--- config.mk ---
export PLATFORM = sky130hd
export DESIGN_NAME = pwmwp_top
export DESIGN_NICKNAME = d
export VERILOG_FILES = /design/src/rtl/pwmwp_pkg.sv /design/src/rtl/pwmwp_rst_sync.sv /design/src/rtl/pwmwp_ctrl.sv /design/src/rtl/pwmwp_cfg.sv /design/src/rtl/pwmwp_mask.sv /design/src/rtl/pwmwp_top.sv
export SDC_FILE = /design/constraint.sdc
export NUM_CORES = 1
export LEC_CHECK = 0
export ABC_AREA = 1
export BUFFER_PORTS_ARGS = -buffer_cell sky130_fd_sc_hd__buf_2
export CORE_AREA = 2 2 49 51
export DETAILED_ROUTE_END_ITERATION = 10
export DIE_AREA = 0 0 51 53
export HOLD_SLACK_MARGIN = 0.12
export PLACE_DENSITY = 0.77
export SETUP_SLACK_MARGIN = 0.5
export SLEW_MARGIN = 40
export SYNTH_ARGS = -nofsm -noshare
export SYNTH_HDL_FRONTEND = slang
export SYNTH_SLANG_ARGS = --single-unit
--- constraint.sdc ---
create_clock -name clk -period 0.8 [get_ports clk]
set_clock_uncertainty 0.15 [all_clocks]
set_input_delay 0.16 -clock clk [delete_from_list [all_inputs] [get_ports clk]]
set_output_delay 0.16 -clock clk [all_outputs]
set_load 0.01 [all_outputs]
--- src/rtl/pwmwp_pkg.sv ---
package pwmwp_pkg;
  localparam int unsigned DATA_W   = 8;
  localparam int unsigned ACC_BIT  = 7;
  localparam int unsigned RSV_BIT  = 6;
  localparam int unsigned LOCK_BIT = 0;
  localparam int unsigned MODE_LSB = 4;
  typedef logic [DATA_W-1:0] byte_t;
endpackage

--- src/rtl/pwmwp_rst_sync.sv ---
module pwmwp_rst_sync #(
  parameter int unsigned STAGES = 2
) (
  input  logic clk,
  input  logic rst_n,
  output logic rst_q_n
);
  logic [STAGES-1:0] sync_q;
  logic [STAGES-1:0] sync_d;

  always_comb begin
    sync_d = {sync_q[STAGES-2:0], 1'b1};
  end

  always_ff @(posedge clk or negedge rst_n) begin
    if (!rst_n) sync_q <= '0;
    else        sync_q <= sync_d;
  end

  assign rst_q_n = sync_q[STAGES-1];
endmodule

--- src/rtl/pwmwp_ctrl.sv ---
module pwmwp_ctrl #(
  parameter int unsigned NCH = 6
) (
  input  logic           clk,
  input  logic           rst_n,
  input  logic           ctrl_we,
  input  logic           lock_set_we,
  input  pwmwp_pkg::byte_t wdata,
  output logic           lock_q,
  output logic           acc_q,
  output logic [NCH-1:0] mask_q
);
  import pwmwp_pkg::*;

  logic           lock_d, acc_d;
  logic           acc_en;
  logic [NCH-1:0] mask_d;

  always_comb begin
    lock_d = lock_q | lock_set_we;
    acc_en = ctrl_we & ~lock_q;
    acc_d  = acc_en ? wdata[ACC_BIT] : acc_q;
    mask_d = ctrl_we ? wdata[NCH-1:0] : mask_q;
  end

  always_ff @(posedge clk or negedge rst_n) begin
    if (!rst_n) begin
      lock_q <= 1'b0;
      acc_q  <= 1'b0;
      mask_q <= '0;
    end else begin
      lock_q <= lock_d;
      acc_q  <= acc_d;
      mask_q <= mask_d;
    end
  end
endmodule

--- src/rtl/pwmwp_cfg.sv ---
module pwmwp_cfg #(
  parameter int unsigned MODE_W = 2,
  parameter int unsigned NPAIR  = 3
) (
  input  logic              clk,
  input  logic              rst_n,
  input  logic              cfg_we,
  input  logic              acc_q,
  input  pwmwp_pkg::byte_t  wdata,
  output logic [MODE_W-1:0] mode_q,
  output logic [NPAIR-1:0]  swap_q
);
  import pwmwp_pkg::*;

  logic              cfg_en;
  logic [MODE_W-1:0] mode_d;
  logic [NPAIR-1:0]  swap_d;

  always_comb begin
    cfg_en = cfg_we & acc_q;
    mode_d = cfg_en ? wdata[MODE_LSB +: MODE_W] : mode_q;
    swap_d = cfg_en ? wdata[NPAIR-1:0] : swap_q;
  end

  always_ff @(posedge clk or negedge rst_n) begin
    if (!rst_n) begin
      mode_q <= '0;
      swap_q <= '0;
    end else begin
      mode_q <= mode_d;
      swap_q <= swap_d;
    end
  end
endmodule

--- src/rtl/pwmwp_mask.sv ---
module pwmwp_mask #(
  parameter int unsigned NCH = 6
) (
  input  logic [NCH-1:0] pwm_in,
  input  logic [NCH-1:0] mask_q,
  output logic [NCH-1:0] pwm_out
);
  for (genvar ch = 0; ch < NCH; ch++) begin : g_ch
    assign pwm_out[ch] = mask_q[ch] ? 1'b0 : pwm_in[ch];
  end
endmodule

--- src/rtl/pwmwp_top.sv ---
module pwmwp_top #(
  parameter int unsigned ADDR_W     = 4,
  parameter int unsigned NCH        = 6,
  parameter int unsigned MODE_W     = 2,
  parameter int unsigned RST_STAGES = 2,
  parameter int unsigned LOCK_ADDR  = 0,
  parameter int unsigned CTRL_ADDR  = 1,
  parameter int unsigned CFG_ADDR   = 2
) (
  input  logic                 clk,
  input  logic                 rst_n,
  input  logic [ADDR_W-1:0]    bus_addr,
  input  logic                 bus_wr,
  input  logic [7:0]           bus_wdata,
  output logic [7:0]           bus_rdata,
  input  logic [NCH-1:0]       pwm_in,
  output logic [NCH-1:0]       pwm_out,
  output logic [MODE_W-1:0]    cfg_mode,
  output logic [NCH/2-1:0]     cfg_swap
);
  import pwmwp_pkg::*;

  localparam int unsigned NPAIR = NCH / 2;
  localparam logic [ADDR_W-1:0] A_LOCK = ADDR_W'(LOCK_ADDR);
  localparam logic [ADDR_W-1:0] A_CTRL = ADDR_W'(CTRL_ADDR);
  localparam logic [ADDR_W-1:0] A_CFG  = ADDR_W'(CFG_ADDR);

  logic           rst_q_n;
  logic           hit_lock, hit_ctrl, hit_cfg;
  logic           lock_set_we, ctrl_we, cfg_we;
  logic           lock_q, acc_q;
  logic [NCH-1:0] mask_q;
  byte_t          rd_mux;

  pwmwp_rst_sync #(.STAGES(RST_STAGES)) u_rst (
    .clk(clk), .rst_n(rst_n), .rst_q_n(rst_q_n)
  );

  always_comb begin
    hit_lock    = (bus_addr == A_LOCK);
    hit_ctrl    = (bus_addr == A_CTRL);
    hit_cfg     = (bus_addr == A_CFG);
    lock_set_we = bus_wr & hit_lock & bus_wdata[LOCK_BIT];
    ctrl_we     = bus_wr & hit_ctrl;
    cfg_we      = bus_wr & hit_cfg;
  end

  pwmwp_ctrl #(.NCH(NCH)) u_ctrl (
    .clk(clk), .rst_n(rst_q_n), .ctrl_we(ctrl_we), .lock_set_we(lock_set_we),
    .wdata(bus_wdata), .lock_q(lock_q), .acc_q(acc_q), .mask_q(mask_q)
  );

  pwmwp_cfg #(.MODE_W(MODE_W), .NPAIR(NPAIR)) u_cfg (
    .clk(clk), .rst_n(rst_q_n), .cfg_we(cfg_we), .acc_q(acc_q),
    .wdata(bus_wdata), .mode_q(cfg_mode), .swap_q(cfg_swap)
  );

  pwmwp_mask #(.NCH(NCH)) u_mask (
    .pwm_in(pwm_in), .mask_q(mask_q), .pwm_out(pwm_out)
  );

  always_comb begin
    rd_mux = '0;
    if (hit_lock) begin
      rd_mux[LOCK_BIT] = lock_q;
    end else if (hit_ctrl) begin
      rd_mux[ACC_BIT]   = acc_q;
      rd_mux[RSV_BIT]   = 1'b1;
      rd_mux[NCH-1:0]   = mask_q;
    end else if (hit_cfg) begin
      rd_mux[MODE_LSB +: MODE_W] = cfg_mode;
      rd_mux[NPAIR-1:0]          = cfg_swap;
    end
  end

  assign bus_rdata = rd_mux;
endmodule

Word-level counts from Yosys, hierarchy flattened
Index checks and enable logic that the tools add are counted.
{"block": "word_totals", "regBits": 15, "wordCells": 31, "inputBits": 21, "out_inout_bits": 19}
{"block": "classes", "eq_ne": 2, "reduce_logical": 1, "n_bitwise": 8, "n_mux": 14}
{"cell": "2-to-1 mux 1 bit", "count": 8}
{"cell": "2-to-1 mux 7 bit", "count": 1}
{"cell": "bitwise AND 1 bit", "count": 6}
{"cell": "2-to-1 mux 2 bit", "count": 3}
{"cell": "2-to-1 mux 3 bit", "count": 2}
{"cell": "== test 4 x 1 -> 1 bit (second input constant)", "count": 1}
{"cell": "== test 4 x 2 -> 1 bit (second input constant)", "count": 1}
{"cell": "zero test 4 bit", "count": 1}
{"cell": "NOT 1 bit", "count": 1}
{"cell": "bitwise OR 1 bit", "count": 1}

Logic depth before layout (Yosys ltp)
Gate-level depths: netlist of run 1.
{"block": "logic_depth", "word_depth": 4, "mapped_depth": 6}

By module
A second synthesis of run 1 with hierarchy kept.
{"block": "unflattened", "hier_cells": 105, "hier_area_um2": 810.8}
{"mod": "pwmwp_ctrl", "area_each_um2": 312.8, "instances": 1, "seq_area_each_um2": 200.2, "cells_per_inst": 33}
{"mod": "pwmwp_cfg", "area_each_um2": 193.9, "instances": 1, "seq_area_each_um2": 125.1, "cells_per_inst": 21}
{"mod": "pwmwp_top", "area_each_um2": 190.2, "instances": 1, "seq_area_each_um2": 0.0, "cells_per_inst": 36}
{"mod": "pwmwp_mask", "area_each_um2": 60.1, "instances": 1, "seq_area_each_um2": 0.0, "cells_per_inst": 12}
{"mod": "pwmwp_rst_sync", "area_each_um2": 53.8, "instances": 1, "seq_area_each_um2": 50.0, "cells_per_inst": 3}

Worst setup path after synthesis of run 1
No wires, ideal clock.
{"block": "synth_path", "path_type": "input port to output port", "startpoint": "in bus_addr[3]", "endpoint": "out bus_rdata[4]", "t_arrival_ns": 0.720, "path_stages": 3, "n_path_buf": 0, "slack_ns": -0.230, "cell_sequence": "nor2_4 > nand3_1 > o21ai_0"}
{"block": "synth_via", "elab_chain_cells": 4}
{"element": "start, declared", "line_no": "pwmwp_top.sv:12", "text": "input logic [ADDR_W-1:0] bus_addr,"}
{"element": "== test 4 x 2 -> 1 bit", "line_no": "pwmwp_top.sv:42", "text": "hit_cfg = (bus_addr == A_CFG);"}
{"element": "2-to-1 mux 2 bit", "line_no": "pwmwp_top.sv:70", "text": "end else if (hit_cfg) begin"}
{"element": "2-to-1 mux 2 bit", "line_no": "pwmwp_top.sv:66", "text": "end else if (hit_ctrl) begin"}
{"element": "2-to-1 mux 7 bit (*)", "line_no": "pwmwp_top.sv:64", "text": "if (hit_lock) begin"}
{"element": "end, declared", "line_no": "pwmwp_top.sv:15", "text": "output logic [7:0] bus_rdata,"}
Mark *: on every way between the ends. The rest lies on a longest branch, timed or not.

Worst setup path in the final report of run 1
{"block": "layout_path", "startpoint": "reg u_cfg.mode_q[0]", "endpoint": "out bus_rdata[4]"}
{"block": "layout_via", "elab_chain_cells": 3}
{"element": "start, declared", "line_no": "pwmwp_cfg.sv:10", "text": "output logic [MODE_W-1:0] mode_q,"}
{"element": "start signal, assigned", "line_no": "pwmwp_cfg.sv:30", "text": "mode_q <= mode_d;"}
{"element": "2-to-1 mux 2 bit", "line_no": "pwmwp_top.sv:70"}
{"element": "2-to-1 mux 2 bit", "line_no": "pwmwp_top.sv:66"}
{"element": "2-to-1 mux 7 bit", "line_no": "pwmwp_top.sv:64"}
No other way between the ends.

==> flow_summary.toml, run 1 <==
[status]
status = "complete, but fails checks"
violations = "negative hold slack, negative setup slack"

[synth]
synthMuxAreaShare_pct = 0
syn_avg_cell_area_sq_um = 7.51
synth_area_sq_um = 796
ys_ff_latch = 15
syn_inst = 106
synth_fp_nets = 127
synth_compound_area_share_pct = 5.66
synth-simple-area-share_pct = 37.7
ys_warn_count = 0
synth_top_family_by_area = "simple AND/OR/NAND/NOR gates"
yosysUniqueCellTypes = 16
ys_seq_area_share_pct = 47.2
synth-adder-area-share_pct = 0
synthXorXnorAreaFrac_pct = 0

[timing]
finalHoldViolCount = 13
period_needed_ns = 1.37
finalSetupViolCount = 32
tns_ns = -12.95
whs_ns = -0.537
fmax_mhz = 730
final-max-slew-violation-count = 0
rsz0062_at_grt = "true"
final.setup.worst_slack_ns = -0.570
fin_crit_sh_pct = 171

[drt]
dr_wl_met3_um = 107
finalWirelength_um = 3380
drt_iter0_markers = 17
num_vias = 1027
dr_wl_met2_um = 1840
dr.pass1.iters = 4
highest_layer = "met4"
drc = 0
viasPerCell = 4.94
routedWlPerCell_um = 16.2
met1_length_um = 1270
antenna_left = 0

[worst_setup_path]
crit_start = "u_cfg.mode_q[0]"
crit_path_max_incr_delay_ns = 0.37
critPathRequiredTime_ns = 0.49
worstPathCellList = "inv_1 -> o21ai_2 -> buf_2"
end_kind = "output pin"
critPathLaunchType = "flop"
path_max_fanout = 2
crit_arrival_ns = 1.06
crit_slowest_cell = "dfrtp_1"
rrSetupSlack_ns = -0.46
crit_type = "reg2out"
worstReg2RegStart = "u_ctrl.acc_q"

[pwr]
p_sw_share_pct = 33.0
power_density_nw_per_um2 = 1200
p_seq_share_pct = 44.6
p_switching_uw = 671
ir_drop_uv = 911
p_comb_share_pct = 32.3
leakage_uw = 0.000857
p_int_uw = 1360
pwr-share-clk_pct = 23.1

[cells_and_area]
antenna_cells = 0
fin_cells = 208
design_area_sq_um = 1690
nNetsFinal = 202
drive_above_1_share_pct = 68.3
syn2layout_area_growth_pct = 112

[worst_hold_path]
worstHoldPathType = "in2async"

[clock_tree]
clkTransAtPathRegs_ns = 0.11
cts.sinks = 15
insertion_delay_ns = 0.30
cts_buffer_depth = 2
tritoncts = "done"
cts_buffers = 3
htree_levels = 1
cts-root-buf = "clkbuf_4"

[die]
coreArea_sq_um = 2150
io_pins = 40
placementRows = 17
dieArea_sq_um = 2700
initial_core_util_pct = 37.0
die_w_um = 51
die_h_um = 53

[placement]
dp_hpwl_um = 1900
gp_congestion = 0.749
place_area_sq_um = 1240
port_buffers = 38
dp_cells = 183

[global_routing]
antenna_found_initial = 0
grt_pass1_vias = 953
grt_overflow_total = 0
grt_max_degree = 10
track_usage_pct = 22.9
grt_pass1_wl_um = 4460

[flow_run]
cap_violations = 0
-- cells in the mapped netlist --
| cell | instances | area share [%] |
|---|---|---|
| inv_1 | 15 | 7.1 |
| nand3_2 | 1 | 1.3 |
| inv_2 | 3 | 1.4 |
| nand3_1 | 7 | 4.4 |
| dfrtp_1 | 15 | 47 |
| o21ai_1 | 3 | 1.9 |
| nand2_4 | 1 | 1.4 |
| nor2_2 | 2 | 1.6 |
| nand2_2 | 2 | 1.6 |
| clkinv_1 | 1 | 0.47 |
| nor2_1 | 8 | 3.8 |
| nor2_4 | 3 | 4.2 |
| nand4_1 | 5 | 3.9 |
| conb_1 | 1 | 0.47 |
| o21ai_0 | 6 | 3.8 |
| nand2_1 | 33 | 16 |
-- critical path, delay by kind of cell (launching register included) --
kind / cells / cell delay [ns]
DFF: 1 / 0.37
buffers and inverters: 2 / 0.23
AOI/OAI and AO/OA: 1 / 0.15
-- cells in the final DEF (no fill, tap or decap), types with 2 or more instances in the layout --
| cell type | netlist | routed |
|---|---|---|
| nor2_2 | 2 | 7 |
| buf_12 | 0 | 5 |
| nand2_8 | 0 | 2 |
| nand2_2 | 2 | 11 |
| nand3_2 | 1 | 6 |
| buf_4 | 0 | 14 |
| dfrtp_1 | 15 | 14 |
| nand3_4 | 0 | 2 |
| nor2_4 | 3 | 6 |
| buf_6 | 0 | 24 |
| nand4_1 | 5 | 5 |
| buf_2 | 0 | 25 |
| inv_1 | 15 | 10 |
| clkbuf_4 | 0 | 3 |
| o21ai_1 | 3 | 5 |
| o21ai_2 | 0 | 4 |
| inv_2 | 3 | 5 |
| nand2_1 | 33 | 22 |
-- per-stage QoR --
stage,setup slack (ns),total power [uW],util (%)
4_1_cts,-0.520,1900,72.9
3_5_place_dp,-0.502,1290,57.9
2_1_floorplan,-0.148,1090,-
5_1_grt,-0.596,2100,78.6
3_3_place_gp,-0.457,1270,57.9
6_report,-0.570,2030,78.6
-- cell type report --
type / count / area [sq um]
Timing Repair Buffer: 70 / 643
Tap cell: 28 / 35.0
Sequential cell: 15 / 377
Inverter: 19 / 103
Multi-Input combinational cell: 72 / 504
Fill cell: 112 / 459
Clock buffer: 3 / 22.5
Clock inverter: 1 / 5.00
-- layer usage --
metal	track usage, %	up-vias
li1	-	479
met1	25.4	495
met2	41.3	36
met3	4.24	17
met4	12.2	0
met5	0	-
-- final timing paths --
check,end,depth (start not counted)
max in group asynchronous,u_ctrl.acc_q,2
min in group clk,u_cfg.swap_q[2],3
min reg2reg,u_cfg.swap_q[1],1
min,u_rst.sync_q[1],1
max reg2reg,u_cfg.mode_q[0],6
max,bus_rdata[4],3
-- cell families after synthesis --
| logic type | after synthesis |
|---|---|
| AND/OR/NAND/NOR | 62 |
| buffers and inverters | 19 |
| flip-flops | 15 |
| AO/OA/AOI/OAI | 9 |
| other | 1 |
-- flip-flops by register name, indices dropped and copies added, names as in the netlist --
signal / cells
u_rst.sync_q: 2
u_ctrl.mask_q: 6
u_ctrl.acc_q: 1
u_cfg.mode_q: 2
u_ctrl.lock_q: 1
u_cfg.swap_q: 3
-- repair_timing --
item	in CTS	in global routing
endpoints found under the setup margin	46	46
gates resized for setup	38	16
cloned	1	0
endpoints found under the hold margin	18	18
setup buffers	13	7
pin swaps	12	9
-- power by group through the flow --
| stage | registers [uW] | logic [uW] | clock network, uW |
|---|---|---|---|
| after global routing | 911 | 690 | 498 |
| after detailed placement | 918 | 373 | 0 |
| after CTS | 898 | 544 | 457 |
| after global placement | 915 | 357 | 0 |
| final | 907 | 655 | 470 |
| after floorplan | 897 | 196 | 0 |
Note: power is estimated with default switching activity, not from simulation.
==> run 2, diff against run 1 <==
- PLACE_DENSITY: 0.77 -> 0.78
- SYNTH_HIERARCHICAL: not set -> 1
==> run 2 against run 1 <==
  * The run still ends with negative hold slack, negative setup slack left
  * Synthesized cell count down 0.94%
  * Cell area down 3.3%
  * Critical path depth down 1
  * Global-route usage down 0.31 points
  * First-iteration DRC count up 76%
  * Highest routed layer unchanged
==> flow_summary.toml, run 2 <==
[clock_tree]
cts_buffer_depth = 2
cts-root-buf = "clkbuf_4"
insertion_delay_ns = 0.27
clkTransAtPathRegs_ns = 0.09
cts.sinks = 15
cts_buffers = 3
htree_levels = 1
tritoncts = "done"

[drt]
num_vias = 1078
viasPerCell = 5.23
drc = 0
finalWirelength_um = 3590
dr.pass1.iters = 4
drt_iter0_markers = 30
antenna_left = 0
routedWlPerCell_um = 17.4

[synth]
synth-async-reset-ratio_pct = 100
synth_edf_count = 0
synth.most_common_cell = "nand2_1"
ys_seq_area_share_pct = 46.3
syn_inst = 105
synth_common_cells = "nand2_1, inv_1, nand3_1"
synth_area_sq_um = 811
ys_ff_latch = 15
ys_top_cells_by_area = "dfrtp_1, nand2_1, nand3_1, inv_1, nor2_2"
ys_warn_count = 6
synth_fp_nets = 126
synth_top_cell_by_area = "dfrtp_1"
yosys.area.top_type_share_pct = 46.3
yosysUniqueCellTypes = 14
synth_ff_type = "dfrtp_1"
syn_avg_cell_area_sq_um = 7.72

[cells_and_area]
layout_common_cells = "buf_6, buf_2, buf_4"
largest_reg_flops = 6
design_area_sq_um = 1630
layout_commonest_cell = "buf_6"
largest_registers = "u_ctrl/mask_q: 6 flops, u_cfg/swap_q: 3 flops"
syn2layout_area_growth_pct = 102
antenna_cells = 0
nNetsFinal = 200
drive_above_1_share_pct = 74.2
regMostFlops = "u_ctrl/mask_q"

[placement]
gp_congestion = 0.744
place_area_sq_um = 1180
dp_hpwl_um = 1680
port_buffers = 38

[timing]
fmax_mhz = 755
final-max-slew-violation-count = 0
finalHoldViolCount = 7
rsz0062_at_grt = "true"
finalSetupViolCount = 32
whs_ns = -0.499
period_needed_ns = 1.32
final.setup.worst_slack_ns = -0.524
tns_ns = -12.31
fin_crit_sh_pct = 165

[pwr]
power_density_nw_per_um2 = 1610
leakage_uw = 0.000871
ir_drop_uv = 1270

[status]
status = "complete, but fails checks"
violations = "negative hold slack, negative setup slack"

[die]
placementRows = 17
dieArea_sq_um = 2700
die_h_um = 53
die_w_um = 51
coreArea_sq_um = 2150
initial_core_util_pct = 37.7
io_pins = 40

[global_routing]
track_usage_pct = 22.6
grt_overflow_total = 0
grt_pass1_vias = 1041
grt_pass1_wl_um = 4410
antenna_found_initial = 0
grt_max_degree = 15

[worst_setup_path]
end_kind = "output pin"
crit_arrival_ns = 1.01
critPathLaunchType = "flop"
crit_type = "reg2out"
critPathRequiredTime_ns = 0.49
path_max_fanout = 3

[flow_run]
cap_violations = 0

[worst_hold_path]
worstHoldPathType = "in2async"
==> run 2: stage by stage <==
stage                     total power (uW)  std cells  utilization [%]  setup WS [ns]
after floorplan                       1330        105                -         -0.306
after global placement                1640        183             54.8         -0.464
after detailed placement              1680        183             54.8         -0.495
after CTS                             2410        198             69.4         -0.499
after global routing                  2750        206             76.1         -0.556
final                                 2630        206             76.1         -0.524
==> run 2: logic make-up after synthesis <==
family	synth area share, %
compound gates	3.70
buf+inv	11.6
flops	46.3
other cells	0.463
simple gates	38.0
==> run 2: critical path, cell delays in order, from the launching register on <==
cell and delay, ns:
dfrtp_1 0.45, nor2_2 0.15, buf_2 0.15
==> run 2: timing repair <==
| action | in CTS | in global routing |
|---|---|---|
| cloned | 0 | 1 |
| resized for setup | 47 | 18 |
| endpoints found under the setup margin | 46 | 46 |
| hold endpoints to repair | 28 | 26 |
| pin swaps | 17 | 12 |
| setup buffers | 11 | 7 |
==> run 2: where the power goes <==
group / internal, uW / switching, uW
logic: 606 / 535
clock network: 185 / 241
registers: 901 / 166
total: 1690 / 942
==> run 2: path summary, 6_finish.rpt <==
check	from	endpoint	slack [ns]	depth (start not counted)
hold reg to reg	u_rst/sync_q[1]	u_ctrl/mask_q[1]	0.03	1
min in group clk	bus_wdata[3]	u_ctrl/mask_q[3]	-0.05	3
hold / removal	rst_n	u_rst/sync_q[1]	-0.50	1
max in group asynchronous	u_rst/sync_q[1]	u_ctrl/mask_q[5]	0.34	1
setup reg to reg	u_ctrl/acc_q	u_cfg/swap_q[1]	-0.27	4
setup / recovery	u_ctrl/mask_q[2]	pwm_out[2]	-0.52	2
==> run 2: per-layer routing <==
metal  routed length (um)  part of all wire (%)  track usage [%]  up-vias
li1                     -                     -                -      465
met1                 1330                    37             20.9      535
met2                 1940                    54             46.1       70
met3                  260                   7.2             2.82        8
met4                   72                   2.0             13.5        0
met5                    0                     0                0        -
==> run 2: layout make-up <==
class | count | area, sq um
multi-input cells | 69 | 500
fillers | 108 | 514
inverters | 19 | 76.3
repair buffers | 71 | 618
well taps | 28 | 35.0
clock buffers | 3 | 22.5
flip-flops and latches | 15 | 377
clock inverters | 1 | 5.00
==> run 3, diff against run 2 <==
- CORE_AREA: 2 2 49 51 -> 2 2 47 49
- CTS_BUF_LIST: not set -> sky130_fd_sc_hd__clkbuf_8
- DIE_AREA: 0 0 51 53 -> 0 0 49 51
- PLACE_DENSITY: 0.78 -> 0.83
- TNS_END_PERCENT: not set -> 20
==> run 3 against run 2 <==
  * The run still ends with negative hold slack, negative setup slack left
  * Fmax is 4.6% higher
  * Combinational power shrank 29%
  * Final cell count down 4.4%
==> flow_summary.toml, run 3 (synthesized netlist as in run 2, its figures left out) <==
[placement]
gp_congestion = 0.786
dp_hpwl_um = 1530
port_buffers = 38
dp_cells = 183

[pwr]
ir_drop_uv = 1410
p_switching_uw = 755
p_int_uw = 1680
p_sw_share_pct = 30.9
power_uw = 2440
p_comb_share_pct = 33.4
pwr-share-clk_pct = 24.3
p_seq_share_pct = 42.4
leakage_uw = 0.000791
power_density_nw_per_um2 = 1810

[die]
io_pins = 40
coreArea_sq_um = 2060
placementRows = 17
initial_core_util_pct = 39.3
die_h_um = 51
dieArea_sq_um = 2500
die_w_um = 49

[cells_and_area]
nNetsFinal = 191
largest_registers = "u_ctrl/mask_q: 6 flops, u_cfg/swap_q: 3 flops"
layout_common_cells = "buf_2, nand2_1, nand3_1, inv_1, buf_4"
regMostFlops = "u_ctrl/mask_q"
fin_cells = 197
syn2layout_area_growth_pct = 66.4
final_core_util_pct = 65.4
layout_commonest_cell = "buf_2"
antenna_cells = 0
largest_reg_flops = 6
drive_above_1_share_pct = 52.7

[clock_tree]
cts_buffers = 3
htree_levels = 1
cts-root-buf = "clkbuf_8"
cts.sinks = 15
cts_buffer_depth = 2
insertion_delay_ns = 0.24
tritoncts = "done"
clkTransAtPathRegs_ns = 0.06

[drt]
drt_iter0_markers = 23
routedWlPerCell_um = 11.3
dr.pass1.iters = 4
finalWirelength_um = 2230
drc = 0
antenna_left = 0
viasPerCell = 4.52
num_vias = 891

[timing]
final-max-slew-violation-count = 0
fin_crit_sh_pct = 158
final.setup.worst_slack_ns = -0.466
finalHoldViolCount = 4
period_needed_ns = 1.27
whs_ns = -0.466
fmax_mhz = 790
finalSetupViolCount = 32
rsz0062_at_grt = "true"

[status]
status = "complete, but fails checks"
violations = "negative hold slack, negative setup slack"

[global_routing]
grt_pass1_vias = 781
grt_max_degree = 14
grt_overflow_total = 0
track_usage_pct = 17.7
grt_pass1_wl_um = 3310
antenna_found_initial = 0

[worst_setup_path]
path_max_fanout = 2
rrSetupSlack_ns = -0.30
crit_path_max_incr_delay_ns = 0.38
crit_type = "reg2out"
critPathLaunchType = "flop"
crit_slowest_cell = "dfrtp_1"
crit_arrival_ns = 0.96
worstPathCellList = "buf_4 -> nor2_2 -> buf_2"
critPathRequiredTime_ns = 0.49
end_kind = "output pin"

[flow_run]
cap_violations = 0

[worst_hold_path]
worstHoldPathType = "in2async"
## run 3: path summary, 6_finish.rpt
kind,start,endpoint,depth (start not counted)
max,u_ctrl/mask_q[0],pwm_out[0],3
min,rst_n,u_rst/sync_q[0],1
max reg2reg,u_ctrl/acc_q,u_cfg/mode_q[0],4
min reg2reg,u_rst/sync_q[1],u_ctrl/mask_q[2],1
max in group asynchronous,u_rst/sync_q[1],u_ctrl/acc_q,1
min in group clk,bus_wdata[3],u_ctrl/mask_q[3],3
## run 3: layout make-up
| cell class | instances | area, sq um |
|---|---|---|
| inverter | 19 | 76.3 |
| timing repair buffer | 62 | 432 |
| tap | 28 | 35.0 |
| sequential | 15 | 377 |
| multi-input combinational | 69 | 384 |
| clock buffer | 3 | 41.3 |
| fill | 190 | 714 |
| clock inverter | 1 | 3.75 |
## run 3: through the flow
stage	hold slack [ns]	worst slack (ns)	TNS (ns)	area (sq um)
after floorplan	-0.286	-0.306	-4.06	841
after global placement	-0.205	-0.457	-9.15	1150
after detailed placement	-0.203	-0.478	-9.92	1150
after CTS	-0.466	-0.466	-10.02	1270
after global routing	-0.471	-0.493	-11.98	1350
final	-0.466	-0.466	-10.48	1350
## run 3: per-layer routing
metal	track usage, %	wire length, um	vias up	share of wire (%)
met5	0	0	-	0
met4	10.0	23	0	1.0
met3	3.22	156	4	7.0
met2	31.5	1180	40	53
met1	20.2	865	400	39
li1	-	-	447	-
## run 3: worst max-delay path: cells and delay by family, from the launching register on
kind                   cells  cell delay, ns
buffers and inverters      2            0.26
and+or+nand+nor            1            0.06
DFF                        1            0.38
## run 3: timing repair
action	4_1_cts	5_1_grt
pin swaps	17	4
endpoints found under the hold margin	26	26
setup buffers	6	4
cloned	0	0
endpoints found under the setup margin	46	46
gates resized for setup	9	16
## run 3: power by group through the flow
stage	registers (uW)	logic, uW	clock network (uW)
detailed placement	1050	554	0
floorplan	1050	261	0
global placement	1050	536	0
global route	1050	895	650
finish	1030	814	591
CTS	1030	680	603
